## src/rtl/acc_alu_pkg.sv

```systemverilog
package acc_alu_pkg;

    typedef enum logic [4:0] {
        OP_ADD = 5'd0,
        OP_ADC = 5'd1,
        OP_SUB = 5'd2,
        OP_SBB = 5'd3,
        OP_CMP = 5'd4,
        OP_AND = 5'd5,
        OP_OR  = 5'd6,
        OP_XOR = 5'd7,
        OP_CPL = 5'd8,
        OP_INC = 5'd9,
        OP_DEC = 5'd10,
        OP_ROL = 5'd11,
        OP_ROR = 5'd12,
        OP_RCL = 5'd13,
        OP_RCR = 5'd14,
        OP_STC = 5'd15,
        OP_CMC = 5'd16
    } alu_op_e;

    typedef struct packed {
        logic s;
        logic z;
        logic ac;
        logic p;
        logic cy;
    } flags_t;

endpackage

```

## src/rtl/acc_alu_addsub.sv

```systemverilog
module acc_alu_addsub #(
    parameter int DATA_W = 8,
    parameter int NIB_W  = 4
) (
    input  logic [DATA_W-1:0] a_i,
    input  logic [DATA_W-1:0] b_i,
    input  logic              sub_i,
    input  logic              cin_i,
    output logic [DATA_W-1:0] sum_o,
    output logic              cy_o,
    output logic              hc_o
);
    logic [DATA_W-1:0] b_eff;
    logic              c_eff;
    logic [DATA_W:0]   full;
    logic [NIB_W:0]    low;

    always_comb begin
        b_eff = sub_i ? ~b_i : b_i;
        c_eff = sub_i ? ~cin_i : cin_i;
        full  = {1'b0, a_i} + {1'b0, b_eff} + {{DATA_W{1'b0}}, c_eff};
        low   = {1'b0, a_i[NIB_W-1:0]} + {1'b0, b_eff[NIB_W-1:0]} + {{NIB_W{1'b0}}, c_eff};
        sum_o = full[DATA_W-1:0];
        cy_o  = sub_i ? ~full[DATA_W] : full[DATA_W];
        hc_o  = low[NIB_W];
    end
endmodule

```

## src/rtl/acc_alu_bitops.sv

```systemverilog
module acc_alu_bitops
    import acc_alu_pkg::*;
#(
    parameter int DATA_W = 8
) (
    input  alu_op_e           op_i,
    input  logic [DATA_W-1:0] a_i,
    input  logic [DATA_W-1:0] b_i,
    input  logic              cy_i,
    output logic [DATA_W-1:0] res_o,
    output logic              cy_o
);
    always_comb begin
        res_o = a_i;
        cy_o  = cy_i;
        case (op_i)
            OP_AND: res_o = a_i & b_i;
            OP_OR:  res_o = a_i | b_i;
            OP_XOR: res_o = a_i ^ b_i;
            OP_CPL: res_o = ~a_i;
            OP_ROL: begin
                res_o = {a_i[DATA_W-2:0], a_i[DATA_W-1]};
                cy_o  = a_i[DATA_W-1];
            end
            OP_ROR: begin
                res_o = {a_i[0], a_i[DATA_W-1:1]};
                cy_o  = a_i[0];
            end
            OP_RCL: begin
                res_o = {a_i[DATA_W-2:0], cy_i};
                cy_o  = a_i[DATA_W-1];
            end
            OP_RCR: begin
                res_o = {cy_i, a_i[DATA_W-1:1]};
                cy_o  = a_i[0];
            end
            default: ;
        endcase
    end
endmodule

```

## src/rtl/acc_alu.sv

```systemverilog
module acc_alu
    import acc_alu_pkg::*;
#(
    parameter int DATA_W = 8,
    parameter int NIB_W  = DATA_W / 2
) (
    input  logic              clk,
    input  logic              rst_n,
    input  logic              exec_i,
    input  logic [4:0]        op_i,
    input  logic [DATA_W-1:0] acc_i,
    input  logic [DATA_W-1:0] opnd_i,
    output logic [DATA_W-1:0] result_o,
    output logic              wr_en_o,
    output logic [4:0]        flags_o
);
    typedef struct packed {
        flags_t            flags;
        logic [DATA_W-1:0] res;
        logic              wr;
    } step_t;

    alu_op_e op;
    flags_t  flags_q;
    flags_t  flags_d;
    step_t   step;

    logic [DATA_W-1:0] add_a, add_b, add_sum, bit_res;
    logic              add_sub, add_cin, add_cy, add_hc, bit_cy;

    assign op = alu_op_e'(op_i);

    function automatic flags_t data_flags(input flags_t f, input logic [DATA_W-1:0] r);
        flags_t o;
        o   = f;
        o.s = r[DATA_W-1];
        o.z = (r == '0);
        o.p = ~^r;
        return o;
    endfunction

    // operand steering for the shared adder
    always_comb begin
        add_a   = acc_i;
        add_b   = opnd_i;
        add_sub = 1'b0;
        add_cin = 1'b0;
        case (op)
            OP_ADC: add_cin = flags_q.cy;
            OP_SUB, OP_CMP: add_sub = 1'b1;
            OP_SBB: begin
                add_sub = 1'b1;
                add_cin = flags_q.cy;
            end
            OP_INC: begin
                add_a   = opnd_i;
                add_b   = '0;
                add_cin = 1'b1;
            end
            OP_DEC: begin
                add_a   = opnd_i;
                add_b   = {{(DATA_W-1){1'b0}}, 1'b1};
                add_sub = 1'b1;
            end
            default: ;
        endcase
    end

    acc_alu_addsub #(.DATA_W(DATA_W), .NIB_W(NIB_W)) u_addsub (
        .a_i   (add_a),
        .b_i   (add_b),
        .sub_i (add_sub),
        .cin_i (add_cin),
        .sum_o (add_sum),
        .cy_o  (add_cy),
        .hc_o  (add_hc)
    );

    acc_alu_bitops #(.DATA_W(DATA_W)) u_bitops (
        .op_i  (op),
        .a_i   (acc_i),
        .b_i   (opnd_i),
        .cy_i  (flags_q.cy),
        .res_o (bit_res),
        .cy_o  (bit_cy)
    );

    // per-class result and flag rules
    always_comb begin
        step.flags = flags_q;
        step.res   = '0;
        step.wr    = 1'b0;
        case (op)
            OP_ADD, OP_ADC, OP_SUB, OP_SBB, OP_CMP: begin
                step.res      = add_sum;
                step.wr       = (op != OP_CMP);
                step.flags    = data_flags(flags_q, add_sum);
                step.flags.ac = add_hc;
                step.flags.cy = add_cy;
            end
            OP_INC, OP_DEC: begin
                step.res      = add_sum;
                step.wr       = 1'b1;
                step.flags    = data_flags(flags_q, add_sum);
                step.flags.ac = add_hc;
            end
            OP_AND, OP_OR, OP_XOR: begin
                step.res      = bit_res;
                step.wr       = 1'b1;
                step.flags    = data_flags(flags_q, bit_res);
                step.flags.ac = (op == OP_AND);
                step.flags.cy = 1'b0;
            end
            OP_CPL: begin
                step.res = bit_res;
                step.wr  = 1'b1;
            end
            OP_ROL, OP_ROR, OP_RCL, OP_RCR: begin
                step.res      = bit_res;
                step.wr       = 1'b1;
                step.flags.cy = bit_cy;
            end
            OP_STC: step.flags.cy = 1'b1;
            OP_CMC: step.flags.cy = ~flags_q.cy;
            default: ;
        endcase
        flags_d = exec_i ? step.flags : flags_q;
    end

    always_ff @(posedge clk or negedge rst_n) begin
        if (!rst_n) flags_q <= '0;
        else        flags_q <= flags_d;
    end

    assign result_o = step.res;
    assign wr_en_o  = step.wr;
    assign flags_o  = flags_q;
endmodule

```

## config.mk

```make
export PLATFORM = sky130hd
export DESIGN_NAME = acc_alu
export DESIGN_NICKNAME = d
export VERILOG_FILES = /design/src/rtl/acc_alu_pkg.sv /design/src/rtl/acc_alu_addsub.sv /design/src/rtl/acc_alu_bitops.sv /design/src/rtl/acc_alu.sv
export SDC_FILE = /design/constraint.sdc
export NUM_CORES = 1
export LEC_CHECK = 0
export CORE_MARGIN = 1.5
export CORE_UTILIZATION = 45
export CTS_BUF_LIST = sky130_fd_sc_hd__clkbuf_4 sky130_fd_sc_hd__clkbuf_8 sky130_fd_sc_hd__clkbuf_16
export CTS_CLUSTER_DIAMETER = 50
export CTS_CLUSTER_SIZE = 12
export DETAILED_ROUTE_END_ITERATION = 8
export PLACE_DENSITY = 0.7
export SYNTH_ARGS = -nofsm -noshare
export SYNTH_HDL_FRONTEND = slang
export SYNTH_SLANG_ARGS = --single-unit
```

## constraint.sdc

```tcl
create_clock -name clk -period 8.1 [get_ports clk]
set_input_delay 1.215 -clock clk [delete_from_list [all_inputs] [get_ports clk]]
set_output_delay 1.215 -clock clk [all_outputs]
set_load 0.01 [all_outputs]
```

**Word level (Yosys, flattened, before mapping)**

Index checks and enable logic that the tools add are counted.

- Add/sub/neg operators: 4
- Equality and inequality tests: 18
- Muxes and demuxes: 12
- Bitwise gates (word level): 8
- Reduce and logical (&&, ||, !) cells: 19

Operators with widths:

| operator | count |
|---|---|
| $pmux W8 S8 | 1 |
| $eq A5 B4 Y1 const B | 8 |
| $pmux W9 S3 | 1 |
| $eq A5 B3 Y1 const B | 4 |
| $logic_not A8 Y1 | 2 |
| $mux W8 | 2 |
| $not A8 Y8 | 2 |
| $pmux W8 S2 | 1 |
| $reduce_xnor A8 Y1 | 2 |
| $eq A5 B2 Y1 const B | 2 |
| $add A8 B8 Y9 | 1 |
| $add A9 B1 Y9 | 1 |
| $and A8 B8 Y8 | 1 |
| $or A8 B8 Y8 | 1 |
| $pmux W4 S2 | 1 |
| $reduce_or A2 Y1 | 4 |
| $reduce_or A4 Y1 | 2 |
| $reduce_or A8 Y1 | 1 |
| $xor A8 B8 Y8 | 1 |
| $reduce_or A7 Y1 | 1 |
| $add A4 B4 Y5 | 1 |
| $add A5 B1 Y5 | 1 |
| $eq A5 B1 Y1 const B | 1 |
| $eq A5 B5 Y1 const B | 1 |
| other kinds (13) | 18 |

- Register bits: 5
- Input port bits: 24

**Logic depth before layout (Yosys ltp)**

- Depth after elaboration: 9
- Gate-level depth with buffers: 19

**Cells and area by module**

Synthesis repeated with hierarchy kept, for this count alone.

- Cells, all modules: 301
- Area, all modules: 2363.5 um2

By module, submodules not included:

| module | times used | cells an instance | area an instance (um2) | seq. area each (um2) |
|---|---|---|---|---|
| acc_alu | 1 | 141 | 1103.6 | 125.1 |
| acc_alu_bitops | 1 | 106 | 820.8 | 0.0 |
| acc_alu_addsub | 1 | 54 | 439.2 | 0.0 |

**Worst setup path before layout**

OpenSTA, ideal clock, no wires.

- Path kind: input to output
- Start: input port op_i[0]
- End: output port result_o[6]
- Arrival: 4.192 ns
- Path slack: 2.693 ns
- Stages: 16
- Buffers on the path: 4
- Cells stage by stage: buf_2 > nor2b_1 > nor2_1 > or3_1 > clkbuf_1 > clkbuf_1 > nor2_1 > a21oi_1 > fa_1 > fa_1 > nor2b_1 > o31a_1 > o31a_1 > a21oi_1 > a31o_2 > buf_4

RTL lines:

| what | line | RTL |
|---|---|---|
| start: declaration | acc_alu.sv:10 | `input logic [4:0] op_i,` |
| end: declaration | acc_alu.sv:13 | `output logic [DATA_W-1:0] result_o,` |

**Final worst setup path**

- Start: input port op_i[0]
- End: output port result_o[6]

- Cells in the longest elaborated chain, start to end: 7
- Elaborated cells on any way between the ends: 32
- Classes of those cells: 2 x add/sub; 14 x eq/ne; 8 x mux; 2 x bitwise; 6 x reduce/logical

RTL lines:

| what | line | RTL |
|---|---|---|
| $eq A5 B4 Y1, or another cell as far along | acc_alu.sv:48, acc_alu.sv:93 |  |
| $reduce_or A4 Y1 (no source line), or another cell as far along | - |  |
| $mux W1, or another cell as far along | acc_alu.sv:48 | `case (op)` |
| $mux W8 or $not A1 Y1 (tied branches) | acc_alu_addsub.sv:19, acc_alu_addsub.sv:20 |  |
| $add A8 B8 Y9 or $mux W1 (tied branches) | acc_alu_addsub.sv:21, acc_alu_addsub.sv:20 |  |
| $add A9 B1 Y9 | acc_alu_addsub.sv:21 | `full = {1'b0, a_i} + {1'b0, b_eff} + {{DATA_W{1'b0}}, c_eff};` |
| $pmux W9 S3 (*) | acc_alu.sv:93 | `case (op)` |

Every way passes the cells marked *; elsewhere a longest branch is shown, timed or not.

==> flow_summary.ini <==
[logic_synthesis]
synth_top_area_frac = 0.1825
avgSynthCellArea_um2 = 7.118
synth-edff-count = 0
synth_area_leader_cell = ha_1
yosys.area_share.simple = 0.2117
syn_inst = 289
ys_seq_elements = 5
netlist_area_um2 = 2057
synth.distinct_cells = 54
synth_fp_nets = 345
synth_compound_area_frac = 0.3200
yosysWarnings = 0
synthXorXnorAreaFrac = 0.09124
synth-main-ff-cell = dfrtp_1
async_flop_share = 1.000
muxShareOfSynthArea = 0.01521
synth_fa_ha_area_frac = 0.2019
synth_top_family_by_area = compound AO/OA/AOI/OAI gates
seq_area_frac_synth = 0.06083
synth.area.top_cells = ha_1, nand2_1, dfrtp_1

[setup_path]
r2r.worst_path.cells = 15
critical_path_arrival_ns = 5.63
critPathLaunchType = primary input
crit_path_end_kind = output pin
rrSetupSlack_ns = 4.42
reg2reg_to = flags_o[1]
crit_fanout = 26
timing.critical_path.required_ns = 6.88
timing.rr.start = flags_o[0]
worst-setup-path-type = in -> out

[grt]
globalRoute.totalOverflow = 0
grtUsageMet1 = 0.3150
use_met3 = 0.01567
grt_max_degree = 27
grt_usage = 0.2326
grt_pass1_wl_um = 9611
grtUsageMet2 = 0.3962
busiest_layer = met2
antenna_found_initial = 0
grt_pass1_vias = 2049

[routing]
vias_per_cell = 5.925
drc_errors = 0
firstDrtPassIters = 4
drt-wirelength-per-cell_um = 15.72
ant_nets = 0
drt_iter0_markers = 193
route.vias.total = 2133
wirelength_um = 5660

[sta]
finalCritPeriodShare = 0.8448
slew-limit-headroom = 0.4860
setup-violations-final = 0
hold_ws_ns = 0.5002
finalCriticalPeriod_ns = 6.843
worst_slew_pin_slew_ns = 0.7646
skew_ns = 0.0003343
hold_viol = 0
fmax_ghz = 0.1461
fin_setup_tns_ns = 0
drv_slew = 0
rsz0062_at_grt = false

[power_and_ir_drop]
switching_share = 0.4144
vdd_drop_max_uv = 58.60
p_sw_mw = 0.1319
p_int_mw = 0.1864
pwr-share-seq = 0.118
pwr-share-clk = 0.151
power_frac_comb = 0.731
leakage_nw = 1.064
power.density_nw_per_um2 = 130.9

[layout]
final_cell_count_no_fill = 360
largest_reg_flops = 5
multi_input_area_um2 = 1728
nNetsFinal = 365
register_area_um2 = 125.1
fillCellCount = 433
area_delta_synth_final_pct = 18.19
final_layout_size_suffix_gt1_frac = 0.05519
design_area_um2 = 2431
n_antenna_cell = 0

[place]
dp_cells = 356
gp_congestion = 0.9113
portBuffers = 37
dp_hpwl_um = 4472
placed_cell_area_um2 = 2382

[clock_tree]
cts_tree = built
post_cts_buffers = 0
cts_sinks = 5
cts_buffers = 3
cts_hold_buffers = 0
cts.repair.resized = 0
htreeDepth = 1
cts.clk_slew.worst_paths_ns = 0.03
clk_latency_ns = 0.22
clk_path_buf_depth = 2
clockRootBuffer = clkbuf_8

[run]
drv_cap = 0

[die]
initial_core_util = 0.4692
die_y_um = 70.61
die_width_um = 70.61
design.core.area_um2 = 4384
die-area_um2 = 4986
row_count = 24
io_pins = 38

[worst_hold_path]
hp-start = flags_o[2]
holdPathStages = 1
min_path_type = reg -> reg
hold_end = flags_o[2]

[run_status]
run_status = finished clean
[worst max path at each step]
stage | start | end | slack, ns | cells past startpoint
CTS | op_i[0] | result_o[6] | 1.26 | 15
global route | op_i[0] | result_o[6] | 0.93 | 15
finish | op_i[0] | result_o[6] | 1.26 | 15
global placement | op_i[0] | result_o[6] | 1.36 | 15
floorplan | op_i[0] | result_o[6] | 2.69 | 16
detailed placement | op_i[0] | result_o[6] | 1.28 | 15
[kinds of logic (layout without fill, tap and decap cells)]
group,after synthesis,in the layout
adder cells (fa/ha/maj),32,32
buffers and inverters,45,64
AND/OR/NAND/NOR,89,89
flip-flops,5,5
AO/OA/AOI/OAI,96,96
XOR/XNOR,19,19
multiplexers,3,3
[metrics by stage]
stage	power, mW	utilization	setup slack [ns]
after detailed placement	0.2686	0.5434	1.277
after CTS	0.3195	0.5545	1.264
after floorplan	0.2032	-	2.693
after global routing	0.3455	0.5545	0.9337
final	0.3183	0.5545	1.257
after global placement	0.2675	0.5434	1.363
[power groups by stage]
| stage | clock (mW) | combinational [mW] | sequential, mW |
|---|---|---|---|
| 5_1_grt | 0.0502 | 0.257 | 0.0382 |
| 2_1_floorplan | 0 | 0.164 | 0.0392 |
| 3_3_place_gp | 0 | 0.230 | 0.0374 |
| 4_1_cts | 0.0490 | 0.233 | 0.0375 |
| 3_5_place_dp | 0 | 0.231 | 0.0378 |
| 6_report | 0.0482 | 0.233 | 0.0376 |
[synthesized netlist by cell type, types with 3 or more instances]
cell type and number:
a221oi_1 3, o21bai_1 6, o21ai_0 18, nand2b_1 4, xnor2_1 14, or3_1 5
a22oi_1 4, a221o_1 4, nor4_1 3, nor3_1 6, a22o_1 3, xor2_1 3
o21a_1 7, nor2b_1 4, a21oi_1 24, ha_1 30, nand3_1 7, dfrtp_1 5
o31a_1 4, clkbuf_1 13, nand2_1 35, o22ai_1 5, nor2_1 15, buf_4 9
inv_1 21
[cells in the final DEF, fill, tap and decap left out, types with 3 or more instances in the layout]
| cell | netlist | final |
|---|---|---|
| nand2_1 | 35 | 35 |
| o21a_1 | 7 | 7 |
| o31a_1 | 4 | 4 |
| or3_1 | 5 | 5 |
| nor3_1 | 6 | 6 |
| nor2b_1 | 4 | 4 |
| xor2_1 | 3 | 3 |
| xnor2_1 | 14 | 14 |
| clkbuf_8 | 0 | 3 |
| nand2b_1 | 4 | 4 |
| clkdlybuf4s50_1 | 0 | 37 |
| ha_1 | 30 | 30 |
| dfrtp_1 | 5 | 5 |
| o21bai_1 | 6 | 6 |
| a221oi_1 | 3 | 3 |
| a21oi_1 | 24 | 24 |
| a221o_1 | 4 | 4 |
| a22o_1 | 3 | 3 |
| nor2_1 | 15 | 15 |
| a22oi_1 | 4 | 4 |
| inv_1 | 21 | 21 |
| o21ai_0 | 18 | 18 |
| nor4_1 | 3 | 3 |
| o22ai_1 | 5 | 5 |
| nand3_1 | 7 | 7 |
[per-layer routing]
layer	share of wire	vias up
met5	0	-
met4	0.022	0
met3	0.055	12
met2	0.48	81
met1	0.44	972
li1	-	1068
[critical path, stage by stage]
cell and delay [ns]:
clkdlybuf4s50_1 0.45, buf_4 0.26, nor2b_1 0.35, nor2_1 0.10
or3_1 0.65, nor2_1 0.20, a21oi_1 0.08, fa_1 0.48
fa_1 0.41, nor2b_1 0.15, o31a_1 0.16, o21ai_0 0.09
a21oi_1 0.27, a31o_2 0.21, clkdlybuf4s50_1 0.52
[layout make-up]
type / count / area share
Inverter: 21 / 0.03242
Timing Repair Buffer: 39 / 0.1585
Tap cell: 52 / 0.02676
Sequential cell: 5 / 0.05147
Multi-Input combinational cell: 239 / 0.7108
Clock buffer: 4 / 0.02007
(Power assumes the default switching activity.)
